===== src/rtl/mrm_pkg.sv =====
package mrm_pkg;

    localparam int BASE_RATIO = 256;
    localparam int MID_RATIO  = BASE_RATIO + BASE_RATIO / 2;
    localparam int MAX_RATIO  = 2 * BASE_RATIO;
    // room for a period of several times the largest ratio before saturation
    localparam int CNT_W      = $clog2(MAX_RATIO) + 3;

    typedef enum logic [1:0] {
        RATIO_NONE = 2'd0,
        RATIO_256  = 2'd1,
        RATIO_384  = 2'd2,
        RATIO_512  = 2'd3
    } ratio_e;

    typedef struct packed {
        ratio_e code;
        logic   err;
        logic   sync;
        logic   released;
    } lock_st_t;

    function automatic logic [CNT_W-1:0] ratio_len(ratio_e r);
        case (r)
            RATIO_256: ratio_len = CNT_W'(BASE_RATIO);
            RATIO_384: ratio_len = CNT_W'(MID_RATIO);
            RATIO_512: ratio_len = CNT_W'(MAX_RATIO);
            default:   ratio_len = '0;
        endcase
    endfunction

    function automatic ratio_e classify(logic [CNT_W-1:0] n);
        if (n == CNT_W'(BASE_RATIO))     classify = RATIO_256;
        else if (n == CNT_W'(MID_RATIO)) classify = RATIO_384;
        else if (n == CNT_W'(MAX_RATIO)) classify = RATIO_512;
        else                             classify = RATIO_NONE;
    endfunction

endpackage


===== src/rtl/mrm_init_seq.sv =====
module mrm_init_seq #(
    parameter int INIT_CYCLES = 1024
) (
    input  logic clk,
    input  logic rst_n,
    output logic busy
);
    localparam int CW = $clog2(INIT_CYCLES + 1);

    logic [CW-1:0] cnt;

    always_ff @(posedge clk) begin
        if (!rst_n) begin
            cnt  <= '0;
            busy <= 1'b1;
        end else if (busy) begin
            if (cnt == CW'(INIT_CYCLES)) busy <= 1'b0;
            else                         cnt  <= cnt + CW'(1);
        end
    end


    init_done_chk: assert property (@(posedge clk) disable iff (!rst_n)
        $fell(busy) |-> ($past(cnt) == CW'(INIT_CYCLES)));

endmodule


===== src/rtl/mrm_edge_meter.sv =====
module mrm_edge_meter #(
    parameter int W = 8
) (
    input  logic         clk,
    input  logic         clr,
    input  logic         sig,
    output logic         rise,
    output logic         seen,
    output logic [W-1:0] run
);
    logic s_q, s_qq;

    assign rise = s_q & ~s_qq;

    always_ff @(posedge clk) begin
        if (clr) begin
            s_q  <= 1'b0;
            s_qq <= 1'b0;
            seen <= 1'b0;
            run  <= '0;
        end else begin
            s_q  <= sig;
            s_qq <= s_q;
            if (rise) begin
                seen <= 1'b1;
                run  <= W'(1);
            end else if (run != '1) begin
                run  <= run + W'(1);
            end
        end
    end

endmodule


===== src/rtl/mrm_lock_fsm.sv =====
module mrm_lock_fsm
    import mrm_pkg::*;
#(
    parameter int BP_W   = 6,
    parameter int SETTLE = 32
) (
    input  logic             clk,
    input  logic             clr,
    input  logic             w_rise,
    input  logic             w_seen,
    input  logic [CNT_W-1:0] w_run,
    input  logic             b_rise,
    input  logic             b_seen,
    input  logic [BP_W-1:0]  b_run,
    output lock_st_t         st
);
    localparam int TOL_W = BP_W + 3;
    localparam int CMP_W = ((CNT_W > TOL_W) ? CNT_W : TOL_W) + 2;
    localparam int SET_W = $clog2(SETTLE + 1);

    logic [BP_W-1:0]  bper;
    ratio_e           code;
    logic             err, sync, released;
    logic [SET_W-1:0] settle;

    logic [CMP_W-1:0] tol, exp_c, run_c;
    ratio_e           cls;
    logic             locked, in_tol, period_ev, good, overdue;

    always_comb begin
        tol       = CMP_W'({bper, 2'b00}) + CMP_W'({bper, 1'b0});
        exp_c     = CMP_W'(ratio_len(code));
        run_c     = CMP_W'(w_run);
        cls       = classify(w_run);
        locked    = (code != RATIO_NONE);
        in_tol    = (run_c + tol >= exp_c) && (run_c <= exp_c + tol);
        period_ev = w_rise && w_seen;
        if (locked)
            good = period_ev && in_tol && ((cls == RATIO_NONE) || (cls == code));
        else
            good = period_ev && (cls != RATIO_NONE);
        overdue   = locked && !w_rise && (run_c > exp_c + tol);
    end

    always_ff @(posedge clk) begin
        if (clr) begin
            bper     <= '0;
            code     <= RATIO_NONE;
            err      <= 1'b0;
            sync     <= 1'b0;
            released <= 1'b0;
            settle   <= '0;
        end else begin
            if (b_rise && b_seen) bper <= b_run;
            if (period_ev) begin
                if (cls != RATIO_NONE) begin
                    code <= cls;
                    err  <= 1'b0;
                end else begin
                    err  <= 1'b1;
                end
            end
            if (good) begin
                sync <= 1'b1;
                if (settle != SET_W'(SETTLE)) settle <= settle + SET_W'(1);
                if (settle >= SET_W'(SETTLE - 1)) released <= 1'b1;
            end else if (period_ev || overdue) begin
                sync     <= 1'b0;
                settle   <= '0;
                released <= 1'b0;
            end
        end
    end

    assign st = '{code: code, err: err, sync: sync, released: released};


    hold_on_bad_len_chk: assert property (@(posedge clk) disable iff (clr)
        (period_ev && cls == RATIO_NONE) |=> $stable(code));


    overdue_loss_chk: assert property (@(posedge clk) disable iff (clr)
        overdue |=> !sync);


    release_needs_sync_chk: assert property (@(posedge clk) disable iff (clr)
        $rose(released) |-> sync);


    ratio_switch_chk: assert property (@(posedge clk) disable iff (clr)
        (period_ev && locked && cls != RATIO_NONE && cls != code) |=> (!sync && code == $past(cls)));

endmodule


===== src/rtl/mrm_tick_gen.sv =====
module mrm_tick_gen
    import mrm_pkg::*;
(
    input  logic   clk,
    input  logic   clr,
    input  logic   rise,
    input  ratio_e code,
    output logic   tick
);
    logic [1:0] phase, eff, nxt;

    always_comb begin
        eff = rise ? 2'd0 : phase;
        case (code)
            RATIO_256: begin tick = 1'b1;           nxt = 2'd0; end
            RATIO_384: begin tick = (eff != 2'd2);  nxt = (eff == 2'd2) ? 2'd0 : eff + 2'd1; end
            RATIO_512: begin tick = (eff == 2'd0);  nxt = {1'b0, ~eff[0]}; end
            default:   begin tick = 1'b0;           nxt = 2'd0; end
        endcase
    end

    always_ff @(posedge clk) begin
        if (clr) phase <= 2'd0;
        else     phase <= nxt;
    end


    tick_needs_ratio_chk: assert property (@(posedge clk) disable iff (clr)
        tick |-> (code != RATIO_NONE));


    tick_half_rate_chk: assert property (@(posedge clk) disable iff (clr)
        (code == RATIO_512 && tick && !rise) |=> (!tick || rise));

endmodule


===== src/rtl/mclk_ratio_monitor.sv =====
module mclk_ratio_monitor
    import mrm_pkg::*;
#(
    parameter int INIT_CYCLES   = 1024,
    parameter int SETTLE_FRAMES = 32,
    parameter int BP_W          = 6
) (
    input  logic       mclk,
    input  logic       rst_n,
    input  logic       wclk,
    input  logic       bclk,
    output logic [1:0] ratio_code,
    output logic       ratio_err,
    output logic       tick256,
    output logic       init_busy,
    output logic       sync_ok,
    output logic       force_zero
);
    logic             busy, clr;
    logic             w_rise, w_seen, b_rise, b_seen;
    logic [CNT_W-1:0] w_run;
    logic [BP_W-1:0]  b_run;
    lock_st_t         st;

    assign clr = busy | ~rst_n;

    mrm_init_seq #(.INIT_CYCLES(INIT_CYCLES)) u_init (
        .clk(mclk), .rst_n(rst_n), .busy(busy)
    );

    mrm_edge_meter #(.W(CNT_W)) u_wmeter (
        .clk(mclk), .clr(clr), .sig(wclk),
        .rise(w_rise), .seen(w_seen), .run(w_run)
    );

    mrm_edge_meter #(.W(BP_W)) u_bmeter (
        .clk(mclk), .clr(clr), .sig(bclk),
        .rise(b_rise), .seen(b_seen), .run(b_run)
    );

    mrm_lock_fsm #(.BP_W(BP_W), .SETTLE(SETTLE_FRAMES)) u_lock (
        .clk(mclk), .clr(clr),
        .w_rise(w_rise), .w_seen(w_seen), .w_run(w_run),
        .b_rise(b_rise), .b_seen(b_seen), .b_run(b_run),
        .st(st)
    );

    mrm_tick_gen u_tick (
        .clk(mclk), .clr(clr), .rise(w_rise), .code(st.code), .tick(tick256)
    );

    assign ratio_code = st.code;
    assign ratio_err  = st.err;
    assign sync_ok    = st.sync;
    assign init_busy  = busy;
    assign force_zero = busy | ~st.released;


    init_quiet_chk: assert property (@(posedge mclk) disable iff (!rst_n)
        init_busy |-> (ratio_code == 2'd0 && !tick256 && !sync_ok));


    unlocked_zero_chk: assert property (@(posedge mclk) disable iff (!rst_n)
        !sync_ok |-> force_zero);

endmodule


===== config.mk =====
export PLATFORM = sky130hd
export DESIGN_NAME = mclk_ratio_monitor
export DESIGN_NICKNAME = d
export VERILOG_FILES = /design/src/rtl/mrm_pkg.sv /design/src/rtl/mrm_init_seq.sv /design/src/rtl/mrm_edge_meter.sv /design/src/rtl/mrm_lock_fsm.sv /design/src/rtl/mrm_tick_gen.sv /design/src/rtl/mclk_ratio_monitor.sv
export SDC_FILE = /design/constraint.sdc
export NUM_CORES = 1
export LEC_CHECK = 0
export BUFFER_PORTS_ARGS = -buffer_cell sky130_fd_sc_hd__buf_2
export CORE_MARGIN = 10
export CORE_UTILIZATION = 40
export DETAILED_ROUTE_END_ITERATION = 10
export PLACE_DENSITY = 0.52
export SYNTH_ARGS = -nofsm -noshare
export SYNTH_HDL_FRONTEND = slang
export SYNTH_SLANG_ARGS = --single-unit

===== constraint.sdc =====
create_clock -name mclk -period 8.57 [get_ports mclk]
set_clock_uncertainty 0.2 [all_clocks]
set_input_delay 1.714 -clock mclk [delete_from_list [all_inputs] [get_ports mclk]]
set_output_delay 1.714 -clock mclk [all_outputs]
set_load 0.03 [all_outputs]

* Word-level counts from Yosys, hierarchy flattened *
Cells that the tools add are included.

operators by class
  reduce and logical (&&, ||, !) cells = 24
  bitwise logic cells = 10
  $add $sub $neg = 8
  multiplexer cells = 23
  eq/ne operators = 15
  order comparisons = 4

operators by type and width
  kind                                                 number
  one-hot mux 10 bit (3 select lines)                  1
  == test 12 x 9 -> 1 bit, second input constant       2
  two-way mux 6 bit                                    3
  adder 10 x 14 -> 14 bit                              1
  >= comparator 14 x 10 -> 1 bit                       1
  > comparator 12 x 14 -> 1 bit                        1
  <= comparator 12 x 14 -> 1 bit                       1
  adder 12 x 9 -> 13 bit                               1
  adder 12 x 1 -> 12 bit, second input constant        1
  adder 6 x 1 -> 6 bit, second input constant          2
  == test 12 x 10 -> 1 bit, second input constant      1
  two-way mux 1 bit                                    12
  != test 12 bit, second input constant                1
  != test 6 bit, second input constant                 2
  adder 11 x 1 -> 11 bit, second input constant        1
  == test 11 bit, second input constant                1
  two-way mux 2 bit                                    5
  nonzero test 2 bit                                   5
  adder 8 x 7 -> 9 bit                                 1
  logical AND 1 bit                                    8
  AND reduction 2 bit                                  4
  == test 2 bit, second input constant                 3
  >= comparator 6 x 5 -> 1 bit, second input constant  1
  != test 2 bit, second input constant                 3
  12 further kinds                                     22

storage, ports and cells
  register bits after elaboration = 55
  output and inout bits = 7
  input bits = 4

* Logic depth before layout (Yosys ltp) *
Gate-level depths: netlist (run 1).

  depth after elaboration = 10
  gate-level depth with buffers = 20
  mapped depth without buffers = 20

* By module *
Synthesis (run 1) repeated with hierarchy kept, for this count alone.

unflattened totals
  cell total of the unflattened synthesis = 460
  area, all modules = 3791.1 µm²

by module, submodules not included
  module                     times used  seq. area each (µm²)  area each (µm²)  cells an instance
  mrm_lock_fsm               1           340.3                 2010.7           257
  mrm_edge_meter (u_wmeter)  1           300.3                 680.7            76
  mrm_init_seq               1           240.2                 605.6            72
  mrm_edge_meter (u_bmeter)  1           180.2                 377.9            41
  mrm_tick_gen               1           40.0                  103.8            12
  mclk_ratio_monitor         1           0.0                   12.5             2

* Least setup slack after synthesis (run 1) *
No wires, ideal clock.

  kind = reg2reg
  start = reg u_lock.bper[1]
  end = reg u_lock.settle[1]
  slack = 4.402 ns
  stages on the path, launching flop included = 20
  clock period less this slack = 4.168 ns
  buffers on the path = 0
  arrival time = 3.880 ns
  path through = dfxtp_1 -> ha_1 -> a21o_1 -> a21oi_1 -> nor2b_1 -> nor2_1 -> nor2_1 -> nor2_1 -> xnor2_1 -> ha_1 -> or4_1 -> o21ai_0 -> xnor2_1 -> ha_1 -> and4_1 -> nand3_1 -> a2111o_1 -> a32oi_4 -> nand2_2 -> o32ai_2

on the way
  longest elaborated chain between the ends = 9
  elaborated cells between the ends (all ways) = 16
  those cells by class = add/sub: 3; order compare: 3; eq/ne: 1; mux: 2; reduce/logical: 7

RTL lines
  element                                                                                  line                                    RTL
  start: declaration                                                                       mrm_lock_fsm.sv:21                      logic [BP_W-1:0] bper;
  start signal: assignment                                                                 mrm_lock_fsm.sv:54                      if (b_rise && b_seen) bper <= b_run;
  adder 8 x 7 -> 9 bit (*)                                                                 mrm_lock_fsm.sv:31                      tol = CMP_W'({bper, 2'b00}) + CMP_W'({bper, 1'b0});
  adder 10 x 14 -> 14 bit / adder 12 x 9 -> 13 bit (equally long branches)                 mrm_lock_fsm.sv:36, mrm_lock_fsm.sv:42
  <= comparator 12 x 14 -> 1 bit / >= comparator 14 x 10 -> 1 bit (equally long branches)  mrm_lock_fsm.sv:36                      in_tol = (run_c + tol >= exp_c) && (run_c <= exp_c + tol);
  logical AND 1 bit                                                                        mrm_lock_fsm.sv:36
  logical AND 1 bit (2 in series)                                                          mrm_lock_fsm.sv:39                      good = period_ev && in_tol && ((cls == RATIO_NONE) || (cls == code));
  two-way mux 1 bit                                                                        mrm_lock_fsm.sv:38                      if (locked)
  != test 2 bit (no source line) / nonzero test 2 bit (equally long branches)              --
  AND reduction 2 bit (no source line)                                                     --
  end signal: assignment                                                                   mrm_lock_fsm.sv:65                      if (settle != SET_W'(SETTLE)) settle <= settle + SET_W'(1);
  end: declaration                                                                         mrm_lock_fsm.sv:24                      logic [SET_W-1:0] settle;

Mark *: on every way between the ends. The rest lies on a longest branch, timed or not.
A chain may end at the register's enable or synchronous reset.

* Worst setup path in the final report (run 1) *
  start = reg u_lock.bper[2]
  end = reg u_lock.settle[1]

The elaborated chain is that of the path after synthesis.

==> flow_metrics.tcl, run 1 <==
set metrics [dict create \
    cp.arrival_ps 4740 \
    pre_cts_slack_ps 3845 \
    power.total_mw 0.4104 \
    ys_types 57 \
    die_width_um 115.9 \
    nNetsFinal 492 \
    placed_area_mm2 0.003795 \
    ctsHoldBuffers 0 \
    antenna_cells 0 \
    core_area_mm2 0.008848 \
    numCtsBuffers 5 \
    critPathLaunchType "register" \
    crit_end "u_lock.settle[1]$_SDFFE_PP0P_" \
    holdWs_ps 231.7 \
    fmaxAchievable_mhz 212.0 \
    synth-edff-count 0 \
    wl_um 7667 \
    post_cts_buffers 0 \
    ant_nets 0 \
    worst_pin_slew_ps 858.3 \
    insertion_delay_ps 310 \
    cts_tree "yes" \
    finalCritPeriodShare 0.5504 \
    routed_via_density 5.375 \
    report.final.setup_viol 0 \
    rows 34 \
    fin_crit_ps 4717 \
    leakage_nw 1.528 \
    mostFrequentLayoutCells "55 x dfxtp_1, 39 x ha_1, 38 x nand2_1, 34 x a21oi_1, 31 x nor2_1" \
    synth.yosys.seq_area_share 0.2994 \
    cts_max_level 2 \
    die_area_mm2 0.01343 \
    hold_class "register to register" \
    cp-end-kind "register" \
    maxCapViolations 0 \
    clock-root-buffer "clkbuf_8" \
    instances_no_fill 555 \
    cp_cell_sequence "ha_1, a21o_1, a21oi_1, nor2b_1, nor2_1, nor2_1, nor2_1, xnor2_1, ha_1, inv_1, fa_1, xor2_1, ha_1, and3_1, o311a_1, o32ai_1, nand2_1, a32oi_4, nand2_2, o32ai_2" \
    clockBufferDepth 2 \
    p_per_area_mw_per_mm2 105.6 \
    io_pins 11 \
    rsz0062_at_grt "no" \
    numPortBuffers 10 \
    syn2layout_area_growth_pct 5.682 \
    final_area_mm2 0.003886 \
    startpoint "u_lock.bper[2]$_SDFFE_PP0P_" \
    final_common_cell "dfxtp_1" \
    clock-sinks 55 \
    timing.reg2reg.setup_slack_ps 3850 \
    firstDrtPassIters 4 \
    post-place-cells 547 \
    vias 2983 \
    grt_pass1_vias 2873 \
    cts_resized 0 \
    worstRegToRegCells 20 \
    ys_ff_latch 55 \
    max_stage_delay_ps 430 \
    netlist_area_mm2 0.003677 \
    layout-drive-gt1-share 0.06488 \
    synth_flop_cell "dfxtp_1" \
    status "finished, final reports clean" \
    cp.required_ps 8590 \
    peakVddDrop_mv 0.08437 \
    hold_violations 0 \
    finalWorstSetupSlack_ps 3853 \
    syn_avg_cell_area_um2 8.301 \
    fin_util 0.4392 \
    grt_overflow 0 \
    start_util 0.4156 \
    grt_pass1_wl_um 13270 \
    yosys.area.top_type "dfxtp_1" \
    r2r_end "u_lock.settle[1]$_SDFFE_PP0P_" \
    slew_headroom 0.4278 \
    grt_max_degree 20 \
    tns_ps 0 \
    synthArstFlopShare 0 \
    path_clk_slew_ps 100 \
    drv_slew 0 \
    antenna_found_initial 0 \
    grt_usage 0.1184 \
    synth_fp_nets 489 \
    ys.warnings.count 0 \
    syn_inst 443 \
    die-height_um 115.9 \
    synth_top_area_share 0.2994 \
    critPathKind "register to register" \
    dp_hpwl_um 5923 \
    routedWlPerCell_um 13.81 \
    drc 0 \
    crit_slowest_cell "o32ai_1" \
    r2r_start "u_lock.bper[2]$_SDFFE_PP0P_" \
    drtIter0Drc 152 \
    critPathMaxFanout 7 \
    place.gp.congestion 0.8498 \
    netlist_top_cells_area "dfxtp_1 30%, ha_1 13%, xnor2_1 4.8%" \
]
state kept, by name, summed over array words and instances, names as in the netlist, 2 cells and up:
name	cells
u_bmeter.run	6
u_init.cnt	11
u_lock.bper	6
u_lock.code	2
u_lock.settle	6
u_tick.phase	2
u_wmeter.run	12
where the power goes:
part | switching (mW) | internal (mW) | total (mW) | leakage (nW)
clock | 0.0881 | 0.0588 | 0.147 | 0.0485
sequential | 0.00126 | 0.257 | 0.258 | 0.443
combinational | 0.00262 | 0.00282 | 0.00544 | 1.04
total | 0.0920 | 0.318 | 0.410 | 1.53
layer usage:
layer / up-vias / share of wire / global-route usage
li1: 1559 / - / -
met1: 1384 / 0.51 / 0.1600
met2: 33 / 0.45 / 0.1904
met3: 7 / 0.032 / 0.01860
met4: 0 / 0.010 / 0.03420
met5: - / 0 / 0
area by class of cell:
type / instances / area (µm²)
clock inverters: 3 / 22.52
clock buffers: 5 / 68.82
multi-input cells: 345 / 2396
fillers: 914 / 4962
repair buffers: 11 / 57.56
flip-flops and latches: 55 / 1101
well taps: 108 / 135.1
inverters: 28 / 105.1
worst min-delay path by stage:
stage                                    start                         end  slack, ps  depth (start not counted)
CTS                 u_tick.phase[1]$_SDFF_PP0_  u_tick.phase[1]$_SDFF_PP0_        230                          1
global route        u_tick.phase[1]$_SDFF_PP0_  u_tick.phase[1]$_SDFF_PP0_        270                          1
finish              u_tick.phase[1]$_SDFF_PP0_  u_tick.phase[1]$_SDFF_PP0_        230                          1
floorplan           u_tick.phase[1]$_SDFF_PP0_  u_tick.phase[1]$_SDFF_PP0_        200                          1
global placement    u_tick.phase[1]$_SDFF_PP0_  u_tick.phase[1]$_SDFF_PP0_        210                          1
detailed placement  u_tick.phase[1]$_SDFF_PP0_  u_tick.phase[1]$_SDFF_PP0_        220                          1
synth_stat cells (2+ instances only):
master	instances
a21boi_0	3
nand2b_1	9
nor3b_1	4
nand2_1	38
buf_2	2
o31a_1	2
a22oi_1	2
and2_1	13
nor2_1	31
o21ai_0	17
nand3_1	18
nor4_1	3
a31oi_1	5
a311oi_1	4
dfxtp_1	55
and3_1	10
nor2b_1	13
a211oi_1	5
a21oi_1	34
clkbuf_1	9
o211ai_1	2
or4_1	2
or2_2	4
xor2_1	11
inv_1	28
xnor2_1	20
buf_6	2
o211a_1	2
a21o_1	5
or3_1	3
nor3_1	9
fa_1	3
nor4b_1	3
nand4_1	7
ha_1	39
and4_1	5
kinds of logic after synthesis:
| logic type | Yosys count | synth area share |
|---|---|---|
| buffers and inverters | 43 | 0.04899 |
| DFF | 55 | 0.2994 |
| xor gates and xnor gates | 31 | 0.07383 |
| adders and majority gates | 42 | 0.1490 |
| and+or+nand+nor | 180 | 0.2617 |
| muxes | 1 | 0.002722 |
| AOI/OAI and AO/OA | 91 | 0.1643 |
worst max-delay path: cells and delay by family, from the launching register on:
kind                       cells  cell delay (ps)
AOI/OAI and AO/OA              6             1600
adders and majority gates      4             1160
and+or+nand+nor                7              870
DFF                            1              400
xor gates and xnor gates       2              350
buffers and inverters          1               60
Note: power is estimated with default switching activity, not from simulation.
==> run 2: changes to the inputs <==
--- a/config.mk
+++ b/config.mk
@@ -9,7 +9,7 @@
 export CORE_MARGIN = 10
 export CORE_UTILIZATION = 40
 export DETAILED_ROUTE_END_ITERATION = 10
-export PLACE_DENSITY = 0.52
+export PLACE_DENSITY = 0.54
 export SYNTH_ARGS = -nofsm -noshare
 export SYNTH_HDL_FRONTEND = slang
 export SYNTH_SLANG_ARGS = --single-unit
==> constraint.sdc (replaced) <==
create_clock -name mclk -period 3.86 [get_ports mclk]
set_clock_uncertainty 0.2 [all_clocks]
set_input_delay 0.772 -clock mclk [delete_from_list [all_inputs] [get_ports mclk]]
set_output_delay 0.772 -clock mclk [all_outputs]
set_load 0.03 [all_outputs]
==> run 2 against run 1 <==
Against the previous run:
- the run now ends with negative setup slack left
- setup slack worse by 4300 ps
- routed wire length is 13% higher
- clock power is 140% higher
- utilization is 5.8 points higher
==> flow_metrics.tcl, run 2 (same netlist as run 1, synthesis figures left out) <==
set metrics [dict create \
    status "finished with violations" \
    violations "negative setup slack" \
    hold_violations 0 \
    clkPwrFrac 0.376 \
    firstDrtPassIters 5 \
    grt_overflow 0 \
    nNetsFinal 538 \
    largest_register_ffs 12 \
    pwr-share-comb 0.013 \
    drtIter0Drc 149 \
    p_per_area_mw_per_mm2 212.7 \
    clock-sinks 55 \
    antenna_cells 0 \
    met2_usage 0.2124 \
    die_width_um 115.9 \
    final_common_cell "dfxtp_1" \
    dp_hpwl_um 6581 \
    cp.arrival_ps 4330 \
    slew_headroom 0.4454 \
    top_register "u_wmeter.run" \
    path_clk_slew_ps 110 \
    drc 0 \
    start_util 0.4156 \
    peakVddDrop_mv 0.2027 \
    power.net_switching_mw 0.2086 \
    fin_crit_ps 4298 \
    io_pins 11 \
    hold_class "register to register" \
    vias 3175 \
    critPathKind "register to register" \
    layout-drive-gt1-share 0.2110 \
    rows 34 \
    grt_pass1_wl_um 14410 \
    wl_um 8685 \
    grt_use_met3 0.01964 \
    sequentialPowerShare 0.611 \
    grt_pass1_vias 3125 \
    clock-root-buffer "clkbuf_8" \
    clockBufferDepth 2 \
    top_usage_layer "met2" \
    report.final.setup_viol 8 \
    maxCapViolations 0 \
    critPathLaunchType "register" \
    reg_top3 "u_wmeter.run x12, u_init.cnt x11" \
    grt_max_degree 20 \
    intPower_mw 0.7272 \
    pre_cts_slack_ps -597.8 \
    cp.required_ps 3890 \
    drv_slew 0 \
    die-height_um 115.9 \
    die_area_mm2 0.01343 \
    grtUsageMet1 0.1735 \
    finalCritPeriodShare 1.113 \
    switching_share 0.2229 \
    leakage_nw 1.803 \
    routed_via_density 5.283 \
    syn2layout_area_growth_pct 19.67 \
    cts_tree "yes" \
    n_fill_cell 889 \
    mostFrequentLayoutCells "52 x dfxtp_1, 45 x buf_4, 38 x nand2_1, 33 x ha_1" \
    cp-end-kind "register" \
    ant_nets 0 \
    fin_util 0.4973 \
    place.gp.congestion 0.8906 \
    grt_usage 0.1303 \
    rsz0062_at_grt "yes" \
    tns_ps -3045 \
    fmaxAchievable_mhz 232.7 \
    cts_max_level 2 \
    worst_pin_slew_ps 832.0 \
    numPortBuffers 10 \
    core_area_mm2 0.008848 \
    insertion_delay_ps 320 \
    ctsHoldBuffers 0 \
    routedWlPerCell_um 14.45 \
    critPathMaxFanout 5 \
    power.total_mw 0.9358 \
    holdWs_ps 223.4 \
    antenna_found_initial 0 \
    numCtsBuffers 5 \
    finalWorstSetupSlack_ps -437.6 \
]
[run 2: changes by cell type in the layout (fill, tap and decap cells not counted), sizes merged]
cell | before | now
buf | 11 | 57
clkbuf | 5 | 6
clkinv | 2 | 1
[run 2: per-stage QoR]
stage,area (µm²),std cells
floorplan,3685,443
finish,4400,601
global route,4400,601
global placement,4103,587
CTS,4293,600
detailed placement,4103,587
[run 2: layer usage]
| layer | vias to the layer above | part of all wire |
|---|---|---|
| li1 | 1654 | - |
| met1 | 1471 | 0.51 |
| met2 | 40 | 0.45 |
| met3 | 10 | 0.024 |
| met4 | 0 | 0.012 |
| met5 | - | 0 |
[run 2: final cells by class]
class / count / area [µm²] / share of cell area
Sequential cell: 55 / 1107 / 0.2516
Inverter: 28 / 105.1 / 0.02388
Clock buffer: 6 / 82.58 / 0.01877
Clock inverter: 2 / 20.02 / 0.004549
Multi-Input combinational cell: 345 / 2540 / 0.5772
Tap cell: 108 / 135.1 / 0.03071
Timing Repair Buffer: 57 / 410.4 / 0.09326
[run 2: worst max-delay path: stages, from the launching register on]
cell      delay [ps]
dfxtp_4          390
ha_4             140
inv_2             40
fa_2             560
inv_1             50
ha_1             320
nor2b_1          170
o211a_1          270
o21ai_0          180
nand2b_1         100
xnor2_1          150
ha_1             290
and4_1           230
nand3_2           80
a2111o_1         330
a32oi_4          310
nand2_2          120
o32ai_2          280
[run 2: repair_timing]
action / CTS / global route
hold endpoints to repair: 0 / 0
gates resized for setup: 14 / 21
pin swaps: 13 / 20
endpoints found under the setup margin: 8 / 8
buffers inserted: 5 / 1
[run 2: final timing paths]
| path | startpoint | to | slack (ps) | depth (start not counted) |
|---|---|---|---|---|
| worst max-delay path | u_lock.bper[1]$_SDFFE_PP0P_ | u_lock.settle[1]$_SDFFE_PP0P_ | -440 | 17 |
| worst min-delay path | u_tick.phase[1]$_SDFF_PP0_ | u_tick.phase[1]$_SDFF_PP0_ | 220 | 1 |
| worst max register to register | u_lock.bper[1]$_SDFFE_PP0P_ | u_lock.settle[1]$_SDFFE_PP0P_ | -440 | 17 |
| worst min register to register | u_tick.phase[1]$_SDFF_PP0_ | u_tick.phase[1]$_SDFF_PP0_ | 220 | 1 |
[run 2: power by group through the flow]
stage                     clock network (mW)  registers (mW)  logic [mW]
after detailed placement                   0           0.586      0.0124
final                                  0.352           0.572      0.0120
after CTS                              0.363           0.572      0.0124
after global routing                   0.384           0.572      0.0152
after floorplan                            0           0.585     0.00910
after global placement                     0           0.586      0.0121
